`src/rtl/tile_pkg.sv`:
```
package tile_pkg;

   localparam int unsigned SLICES = 3;

   function automatic logic maj3(input logic a, input logic b, input logic c);
      return (a & b) | (b & c) | (a & c);
   endfunction

   function automatic logic all_equal3(input logic a, input logic b, input logic c);
      return (a == b) && (b == c);
   endfunction

endpackage

```
`src/rtl/tile_cfg_shift.sv`:
```
module tile_cfg_shift #(
   parameter int unsigned K = 4
) (
   input  logic              clk,
   input  logic              rst,
   input  logic              shift_en,
   input  logic              sdi,
   output logic [(1<<K)-1:0] lut_tbl,
   output logic              reg_sel
);
   localparam int unsigned TBL = 1 << K;
   localparam int unsigned W   = TBL + 1;

   logic [W-1:0] cfg;

   always_ff @(posedge clk) begin
      if (rst)           cfg <= '0;
      else if (shift_en) cfg <= {cfg[W-2:0], sdi};
   end

   assign lut_tbl = cfg[TBL-1:0];
   assign reg_sel = cfg[W-1];

   // word holds while the shift enable is low
   a_r2_cfg_hold: assert property (@(posedge clk) disable iff (rst)
      (!$past(rst) && !$past(shift_en)) |-> $stable(cfg));

   // serial bit lands in bit 0
   a_r2_shift_in: assert property (@(posedge clk) disable iff (rst)
      (!$past(rst) && $past(shift_en)) |-> (cfg[0] == $past(sdi)));

endmodule

```
`src/rtl/tile_lut.sv`:
```
module tile_lut #(
   parameter int unsigned K = 4
) (
   input  logic [(1<<K)-1:0] tbl,
   input  logic [K-1:0]      addr,
   output logic              y
);
   assign y = tbl[addr];
endmodule

```
`src/rtl/tile_slice.sv`:
```
module tile_slice #(
   parameter int unsigned K = 4
) (
   input  logic         clk,
   input  logic         rst,
   input  logic         cfg_shift,
   input  logic         cfg_sdi,
   input  logic [K-1:0] pins,
   input  logic         use_vote,
   input  logic         fb_voted,
   output logic         q,
   output logic         res
);
   localparam int unsigned TBL = 1 << K;

   logic [TBL-1:0] tbl;
   logic           reg_sel;
   logic           fb;
   logic [K-1:0]   addr;
   logic           lut_y;

   tile_cfg_shift #(.K(K)) u_cfg (
      .clk(clk), .rst(rst), .shift_en(cfg_shift), .sdi(cfg_sdi),
      .lut_tbl(tbl), .reg_sel(reg_sel)
   );

   assign fb   = use_vote ? fb_voted : q;
   assign addr = reg_sel ? {fb, pins[K-2:0]} : pins;

   tile_lut #(.K(K)) u_lut (.tbl(tbl), .addr(addr), .y(lut_y));

   always_ff @(posedge clk) begin
      if (rst) q <= 1'b0;
      else     q <= lut_y;
   end

   assign res = reg_sel ? q : lut_y;

   // register holds the previous LUT output
   a_r6_reg_capture: assert property (@(posedge clk) disable iff (rst)
      !$past(rst) |-> (q == $past(lut_y)));

endmodule

```
`src/rtl/tile_voter.sv`:
```
module tile_voter (
   input  logic       vote,
   input  logic [2:0] res,
   output logic [2:0] out,
   output logic       mismatch
);
   import tile_pkg::*;

   logic m;
   assign m = maj3(res[0], res[1], res[2]);

   for (genvar s = 0; s < 3; s++) begin : g_out
      assign out[s] = vote ? m : res[s];
   end

   assign mismatch = vote && !all_equal3(res[0], res[1], res[2]);
endmodule

```
`src/rtl/tri_mode_tile.sv`:
```
module tri_mode_tile #(
   parameter int unsigned K = 4
) (
   input  logic           clk,
   input  logic           rst,
   input  logic           mode_vote,
   input  logic [3*K-1:0] slice_pins,
   input  logic [2:0]     cfg_sdi,
   input  logic [2:0]     cfg_shift,
   output logic [2:0]     tile_out,
   output logic           mismatch
);
   import tile_pkg::*;

   if (K < 2 || K > 6) begin : g_bad_k
      $error("tri_mode_tile: K must lie in 2..6");
   end

   logic       mode_q;
   logic [2:0] q;
   logic [2:0] res;
   logic       fb_voted;

   always_ff @(posedge clk) begin
      if (rst) mode_q <= 1'b0;
      else     mode_q <= mode_vote;
   end

   assign fb_voted = maj3(q[0], q[1], q[2]);

   for (genvar s = 0; s < SLICES; s++) begin : g_slice
      logic [K-1:0] pins_s;
      assign pins_s = mode_q ? slice_pins[K-1:0] : slice_pins[s*K +: K];

      tile_slice #(.K(K)) u_slice (
         .clk(clk), .rst(rst),
         .cfg_shift(cfg_shift[s]), .cfg_sdi(cfg_sdi[s]),
         .pins(pins_s), .use_vote(mode_q), .fb_voted(fb_voted),
         .q(q[s]), .res(res[s])
      );
   end

   tile_voter u_voter (.vote(mode_q), .res(res), .out(tile_out), .mismatch(mismatch));

   // outputs agree in vote mode
   a_r4_outputs_agree: assert property (@(posedge clk) disable iff (rst)
      mode_q |-> (tile_out[0] == tile_out[1] && tile_out[1] == tile_out[2]));

   // split mode passes slice results through
   a_r3_split_pass: assert property (@(posedge clk) disable iff (rst)
      !mode_q |-> (tile_out == res));

   // flag quiet in split mode
   a_r8_split_quiet: assert property (@(posedge clk) disable iff (rst)
      !mode_q |-> !mismatch);

   // mode follows its input one clock later
   a_r9_mode_lag: assert property (@(posedge clk) disable iff (rst)
      !$past(rst) |-> (mode_q == $past(mode_vote)));

endmodule

```
`config.mk`:
```
export PLATFORM = sky130hd
export DESIGN_NAME = tri_mode_tile
export DESIGN_NICKNAME = d
export VERILOG_FILES = /design/src/rtl/tile_pkg.sv /design/src/rtl/tile_cfg_shift.sv /design/src/rtl/tile_lut.sv /design/src/rtl/tile_slice.sv /design/src/rtl/tile_voter.sv /design/src/rtl/tri_mode_tile.sv
export SDC_FILE = /design/constraint.sdc
export NUM_CORES = 1
export LEC_CHECK = 0
export ABC_AREA = 1
export BUFFER_PORTS_ARGS = -buffer_cell sky130_fd_sc_hd__buf_2
export CAP_MARGIN = 0
export CELL_PAD_IN_SITES_DETAIL_PLACEMENT = 0
export CELL_PAD_IN_SITES_GLOBAL_PLACEMENT = 1
export CORE_MARGIN = 1
export CORE_UTILIZATION = 39
export CTS_BUF_LIST = sky130_fd_sc_hd__clkbuf_2
export CTS_CLUSTER_SIZE = 16
export DETAILED_ROUTE_END_ITERATION = 10
export PLACE_DENSITY = 0.73
export SLEW_MARGIN = 5
export SYNTH_ARGS = -nofsm -noshare
export SYNTH_HDL_FRONTEND = slang
export SYNTH_SLANG_ARGS = --single-unit
```
`constraint.sdc`:
```
create_clock -name clk -period 2.7 [get_ports clk]
set_input_delay 0.27 -clock clk [delete_from_list [all_inputs] [get_ports clk]]
set_output_delay 0.27 -clock clk [all_outputs]
set_load 0.01 [all_outputs]
```
==> impl_metrics.tcl, run 1 <==
set metrics [dict create \
    status "finished with violations" \
    violations "setup timing" \
    netSwitchingFraction_pct 31.17 \
    htreeDepth 2 \
    setup_viol 4 \
    relSlewSlack_pct 67.52 \
    drt_iter0_markers 110 \
    synth_top_cell_by_area "dfxtp_1" \
    fp.coreArea_um2 6794 \
    fin_area_um2 3303 \
    gp_congestion 0.7990 \
    syn_inst 379 \
    grt_first_pass_wirelength_mm 10.88 \
    io_pins 25 \
    net-switching-power_mw 0.5511 \
    wl_met2_mm 2.986 \
    p_int_mw 1.217 \
    hpwl_mm 4.222 \
    rsz0062_at_grt "yes" \
    synth_nets 402 \
    vias_per_cell 4.863 \
    dpl_cell_area_um2 2900 \
    met1_length_mm 3.067 \
    wl_per_cell_um 12.31 \
    gr-total-overflow 0 \
    layout-drive-gt1-share_pct 21.39 \
    crit_path_end_kind "primary output" \
    critPathRequiredTime_ns 2.43 \
    routed-wl-met3_um 127 \
    row_count 30 \
    detail_route.drc_violations 0 \
    synth_top_area_share_pct 40.11 \
    startpoint_type "flip-flop" \
    cts_buffers 5 \
    hp-class "in -> reg" \
    top_layer_used "met4" \
    cts.sinks 55 \
    drv_slew 0 \
    fin_setup_tns_ns -0.6002 \
    start_util_pct 40.41 \
    whs_ns 0.1431 \
    seq_power_share_pct 50.8 \
    drt_wl_total_mm 6.303 \
    die_y_um 85.90 \
    syn_area_um2 2745 \
    nNetsFinal 438 \
    cts_buffer_depth 2 \
    antenna_cells 0 \
    cts_tree "yes" \
    finClkSkew_ns 0.02323 \
    vdd_drop_max_mv 0.2886 \
    synth.distinct_cells 31 \
    most-common-layout-cells "nand2_1 (55), a21oi_1 (55), dfxtp_1 (54)" \
    cp_max_fo 7 \
    drv_cap 0 \
    grt_pass1_vias 2360 \
    yosys-top-cells-area "dfxtp_1 (40%), a21oi_1 (11%), o21ai_0 (9.7%)" \
    die_x_um 85.90 \
    ys_ff_latch 55 \
    comb_power_share_pct 24.2 \
    fin_ws_ns -0.1663 \
    clk_pin_slew_worst_paths_ns 0.31 \
    yosysWarningCount 0 \
    grt_max_degree 51 \
    max_freq_ghz 0.3489 \
    clkPwrFrac_pct 25.0 \
    ctsRootBufferMaster "clkbuf_2" \
    arrival_ns 2.60 \
    dp.cells 482 \
    worst_pin_slew_ns 0.4871 \
    timing_hold_violations_final 0 \
    nFillCells 702 \
    fin_cells 512 \
    finalCritPeriodShare_pct 106.2 \
    period_needed_ns 2.866 \
    crit_type "reg -> out" \
    finish.utilization_pct 48.62 \
    antenna_found_initial 0 \
    antenna_left 0 \
    yosysSeqAreaShare_pct 40.11 \
    leakage_nw 1.427 \
    dr_total_vias 2490 \
    p_per_area_nw_per_um2 535.2 \
    port_buffers 24 \
    dr.pass1.iters 4 \
    grt_usage_pct 18.18 \
    syn_to_final_growth_pct 20.33 \
    syn_avg_cell_area_um2 7.243 \
    die-area_um2 7378 \
    insertion_delay_ns 0.47 \
]
[power by group through the flow]
stage | sequential, mW | clock (mW) | combinational, mW
2_1_floorplan | 0.903 | 0 | 0.264
3_3_place_gp | 0.911 | 0 | 0.335
3_5_place_dp | 0.912 | 0 | 0.339
4_1_cts | 0.898 | 0.462 | 0.399
5_1_grt | 0.906 | 0.493 | 0.487
6_report | 0.898 | 0.442 | 0.428
[per-layer routing]
metal	GRT usage [%]	up-vias
met2	31.10	22
met1	23.25	1129
met4	5.909	0
li1	-	1328
met5	0	-
met3	2.984	11
[cell type report]
cell class	count	area [um^2]	area share [%]
Clock inverter	3	46.29	1.402
Inverter	49	196.4	5.947
Tap cell	96	120.1	3.636
Multi-Input combinational cell	257	1453	43.98
Timing Repair Buffer	47	357.8	10.83
Clock buffer	5	25.02	0.7576
Sequential cell	55	1105	33.45
[state kept, by name, summed over array words and instances, names as in the netlist]
register and cells:
g_slice.u_slice.q 3, g_slice.u_slice.u_cfg.cfg 51, mode_q 1
[Yosys cell counts, drive strengths merged]
| cell | instances |
|---|---|
| a21oi | 59 |
| and2 | 2 |
| buf | 4 |
| clkbuf | 15 |
| dfxtp | 55 |
| ha | 2 |
| inv | 49 |
| nand2 | 66 |
| nand3 | 30 |
| nand3b | 10 |
| nor2 | 20 |
| o211ai | 4 |
| o21a | 1 |
| o21ai | 61 |
| or2 | 1 |
[kinds of logic after synthesis]
family                   share of synthesized area, %
buffers and inverters                           11.08
adder cells (fa/ha/maj)                        0.9114
flip-flops                                      40.11
AO/OA/AOI/OAI                                   24.52
AND/OR/NAND/NOR                                 23.38
[critical path, cell delays in order, from the launching register on]
cell	delay [ns]
dfxtp_4	0.46
buf_12	0.15
inv_12	0.04
nand2_8	0.07
nand2_8	0.06
or2_1	0.20
o211ai_1	0.08
nand3_1	0.11
nand3_2	0.10
nand3b_1	0.12
buf_4	0.15
buf_4	0.12
buf_4	0.12
buf_4	0.12
nand3_2	0.05
nand2_1	0.05
buf_2	0.13
[timing repair]
action / CTS / global route
pin swaps: 12 / 14
hold buffers: 4 / 1
hold endpoints to repair: 4 / 3
resized for setup: 11 / 17
setup endpoints to repair: 4 / 4
cloned: 2 / 0
setup buffers: 11 / 4
[final timing paths]
path | startpoint | endpoint | slack (ns) | depth (start not counted)
worst max-delay path | mode_q | tile_out[1] | -0.17 | 16
worst min-delay path | cfg_shift[1] | g_slice[1].u_slice.u_cfg.cfg[16] | 0.14 | 2
worst max register to register | mode_q | g_slice[2].u_slice.q | 1.10 | 9
worst min register to register | g_slice[1].u_slice.u_cfg.cfg[11] | g_slice[1].u_slice.u_cfg.cfg[12] | 0.49 | 2
[metrics by stage]
step | power [mW] | setup WS [ns]
4_1_cts | 1.759 | -0.2023
6_report | 1.768 | -0.1663
3_5_place_dp | 1.251 | 0.2854
3_3_place_gp | 1.246 | 0.3325
5_1_grt | 1.886 | -0.3747
2_1_floorplan | 1.167 | 0.6174
(Power assumes the default switching activity.)
==> run 2: changes to the inputs <==
Settings changed: PLACE_DENSITY 0.73 to 0.75, SYNTH_HIERARCHICAL from default to 1.
==> run 2 against run 1 <==
Combinational power up 9.3%. The run still ends with setup timing left. Critical path depth up 2. Power up 7.8%.
==> impl_metrics.tcl, run 2 <==
set metrics [dict create \
    status "finished with violations" \
    violations "setup timing" \
    min_path_cells 5 \
    yosys-top-cells-area "dfxtp_1 (33%), nand2_1 (20%), inv_1 (13%)" \
    largest_reg_flops 51 \
    cts_buffer_depth 2 \
    r2r-start "mode_q" \
    syn_avg_cell_area_um2 5.934 \
    critPathRequiredTime_ns 2.43 \
    hpwl_mm 4.723 \
    fp.coreArea_um2 8217 \
    dp.cells 675 \
    htreeDepth 2 \
    clk_pin_slew_worst_paths_ns 0.29 \
    grt_usage_pct 16.66 \
    finish.utilization_pct 45.56 \
    p_per_area_nw_per_um2 509.2 \
    fin_area_um2 3744 \
    cts.sinks 55 \
    insertion_delay_ns 0.45 \
    crit_type "reg -> out" \
    syn_area_um2 3317 \
    holdPathEnd "g_slice[0].u_slice/u_cfg/cfg[0]" \
    arrival_ns 2.46 \
    layout-drive-gt1-share_pct 20.34 \
    worstHoldStart "cfg_sdi[0]" \
    cts_tree "yes" \
    synth_nets 582 \
    period_needed_ns 2.732 \
    syn_inst 559 \
    timing_hold_violations_final 0 \
    top_usage_layer "met2" \
    synth.most_common_cell "nand2_1" \
    antenna_left 0 \
    leakage_nw 1.970 \
    mostFrequentLayoutCell "nand2_1" \
    gp_congestion 0.8526 \
    synthFlopType "dfxtp_1" \
    finClkSkew_ns 0.02370 \
    ctsRootBufferMaster "clkbuf_2" \
    port_buffers 24 \
    wl_per_cell_um 9.867 \
    io_pins 25 \
    nFillCells 901 \
    vias_per_cell 4.254 \
    ys_async_sr_fraction_pct 0 \
    antenna_found_initial 0 \
    drt_iter0_markers 77 \
    relSlewSlack_pct 61.00 \
    drt_wl_total_mm 6.808 \
    hp-class "in -> reg" \
    cts_buffers 5 \
    rsz0062_at_grt "yes" \
    crit_path_end_kind "primary output" \
    die_x_um 94.22 \
    ys_top_cells_by_count "nand2_1 (177), inv_1 (115), nor2_1 (97)" \
    ys_ff_latch 55 \
    synth_top_area_share_pct 33.20 \
    synth.distinct_cells 14 \
    met3_usage_pct 2.994 \
    r2r-end "g_slice[1].u_slice/q" \
    preCtsSetupSlack_ns 0.1166 \
    top_regs "g_slice.u_slice/u_cfg/cfg x51, g_slice.u_slice/q x3, mode_q x1" \
    grt_pass1_vias 2597 \
    detail_route.drc_violations 0 \
    synth_top_cell_by_area "dfxtp_1" \
    fin_cells 690 \
    most-common-layout-cells "nand2_1 (171), inv_1 (112), nor2_1 (95)" \
    antenna_cells 0 \
    row_count 33 \
    register_area_um2 1105 \
    multiInputGateArea_um2 1669 \
    die-area_um2 8877 \
    yosysWarningCount 6 \
    worst_pin_slew_ns 0.5850 \
    start_util_pct 40.37 \
    gr-total-overflow 0 \
    drv_cap 0 \
    startpoint_type "flip-flop" \
    cp_max_fo 8 \
    die_y_um 94.22 \
    top_register "g_slice.u_slice/u_cfg/cfg" \
    dr_total_vias 2935 \
    setup_viol 4 \
    met1_usage_pct 23.64 \
    grtUsageMet2_pct 25.30 \
    syn_to_final_growth_pct 12.86 \
    vdd_drop_max_mv 0.2144 \
    yosysSeqAreaShare_pct 33.20 \
    finalCritPeriodShare_pct 101.2 \
    drv_slew 0 \
    synth_edf_count 0 \
    nNetsFinal 607 \
    r2r_cells 13 \
    fin_ws_ns -0.03225 \
    grt_first_pass_wirelength_mm 11.79 \
    dpl_cell_area_um2 3400 \
    reg2reg_slack_ns 1.16 \
    max_freq_ghz 0.3660 \
    grt_max_degree 35 \
    whs_ns 0.07125 \
    dr.pass1.iters 4 \
]
run 2: cell count changes in the layout (fill, tap and decap cells not counted), sizes merged, moves of 4 or more:
| cell | change |
|---|---|
| a21oi | -59 |
| buf | -6 |
| dlygate4sd3 | -4 |
| inv | +76 |
| nand2 | +129 |
| nand3 | +10 |
| nand3b | -10 |
| nor2 | +89 |
| o211ai | -4 |
| o21ai | -50 |
run 2: layout make-up:
class | instances | share of cell area [%]
clock inverter | 2 | 1.604
multi-input combinational | 358 | 44.59
tap | 105 | 3.509
clock buffer | 6 | 0.8021
timing repair buffer | 37 | 6.517
inverter | 127 | 13.47
sequential | 55 | 29.51
run 2: repair_timing:
item / CTS / global route
setup endpoints to repair: 4 / 4
hold endpoints to repair: 1 / 0
setup buffers: 3 / 1
gates cloned: 2 / 0
gates resized for setup: 36 / 26
hold buffers: 1 / 0
pin swaps: 3 / 17
run 2: where the power goes:
| part | leakage [nW] | internal, mW | switching, mW |
|---|---|---|---|
| clock | 0.0532 | 0.253 | 0.267 |
| combinational | 1.46 | 0.195 | 0.273 |
| sequential | 0.456 | 0.870 | 0.0488 |
| total | 1.97 | 1.32 | 0.589 |
run 2: worst max-delay path by stage:
stage               startpoint          end  slack, ns  depth (start not counted)
detailed placement      mode_q     mismatch       0.12                         15
global route            mode_q  tile_out[1]      -0.29                         18
CTS                     mode_q     mismatch     -0.004                         14
floorplan               mode_q  tile_out[0]       0.41                         17
finish                  mode_q  tile_out[1]      -0.03                         18
global placement        mode_q     mismatch       0.20                         15
run 2: cell families after synthesis:
logic type / count (synthesis) / share of synthesized area, %
AOI/OAI and AO/OA: 11 / 1.660
buffers and inverters: 146 / 21.50
and+or+nand+nor: 345 / 42.89
DFF: 55 / 33.20
adders and majority gates: 2 / 0.7543
run 2: per-layer routing:
| metal | vias to the layer above | share of wire [%] | wire length (um) |
|---|---|---|---|
| li1 | 1645 | - | - |
| met1 | 1253 | 54 | 3657 |
| met2 | 29 | 43 | 2901 |
| met3 | 8 | 2.3 | 155 |
| met4 | 0 | 1.4 | 94 |
| met5 | - | 0 | 0 |
run 2: per-stage QoR:
| step | total power [mW] | TNS [ns] |
|---|---|---|
| after global placement | 1.312 | 0 |
| after global routing | 2.040 | -1.088 |
| after detailed placement | 1.318 | 0 |
| final | 1.906 | -0.08674 |
| after floorplan | 1.244 | 0 |
| after CTS | 1.886 | -0.004356 |
run 2: critical path, cell delays in order (launching register included):
cell and delay, ns:
dfxtp_4 0.49, nand2_4 0.08, o21ai_4 0.07, buf_6 0.16
clkinv_8 0.07, nand2_2 0.05, nand2_1 0.05, nand2_1 0.08
nand3_2 0.08, nand3_2 0.08, nand2_2 0.05, inv_2 0.07
o21ai_4 0.09, ha_4 0.17, nor2_2 0.09, nand2_1 0.06
nand2_2 0.08, nand2_1 0.05, buf_2 0.13
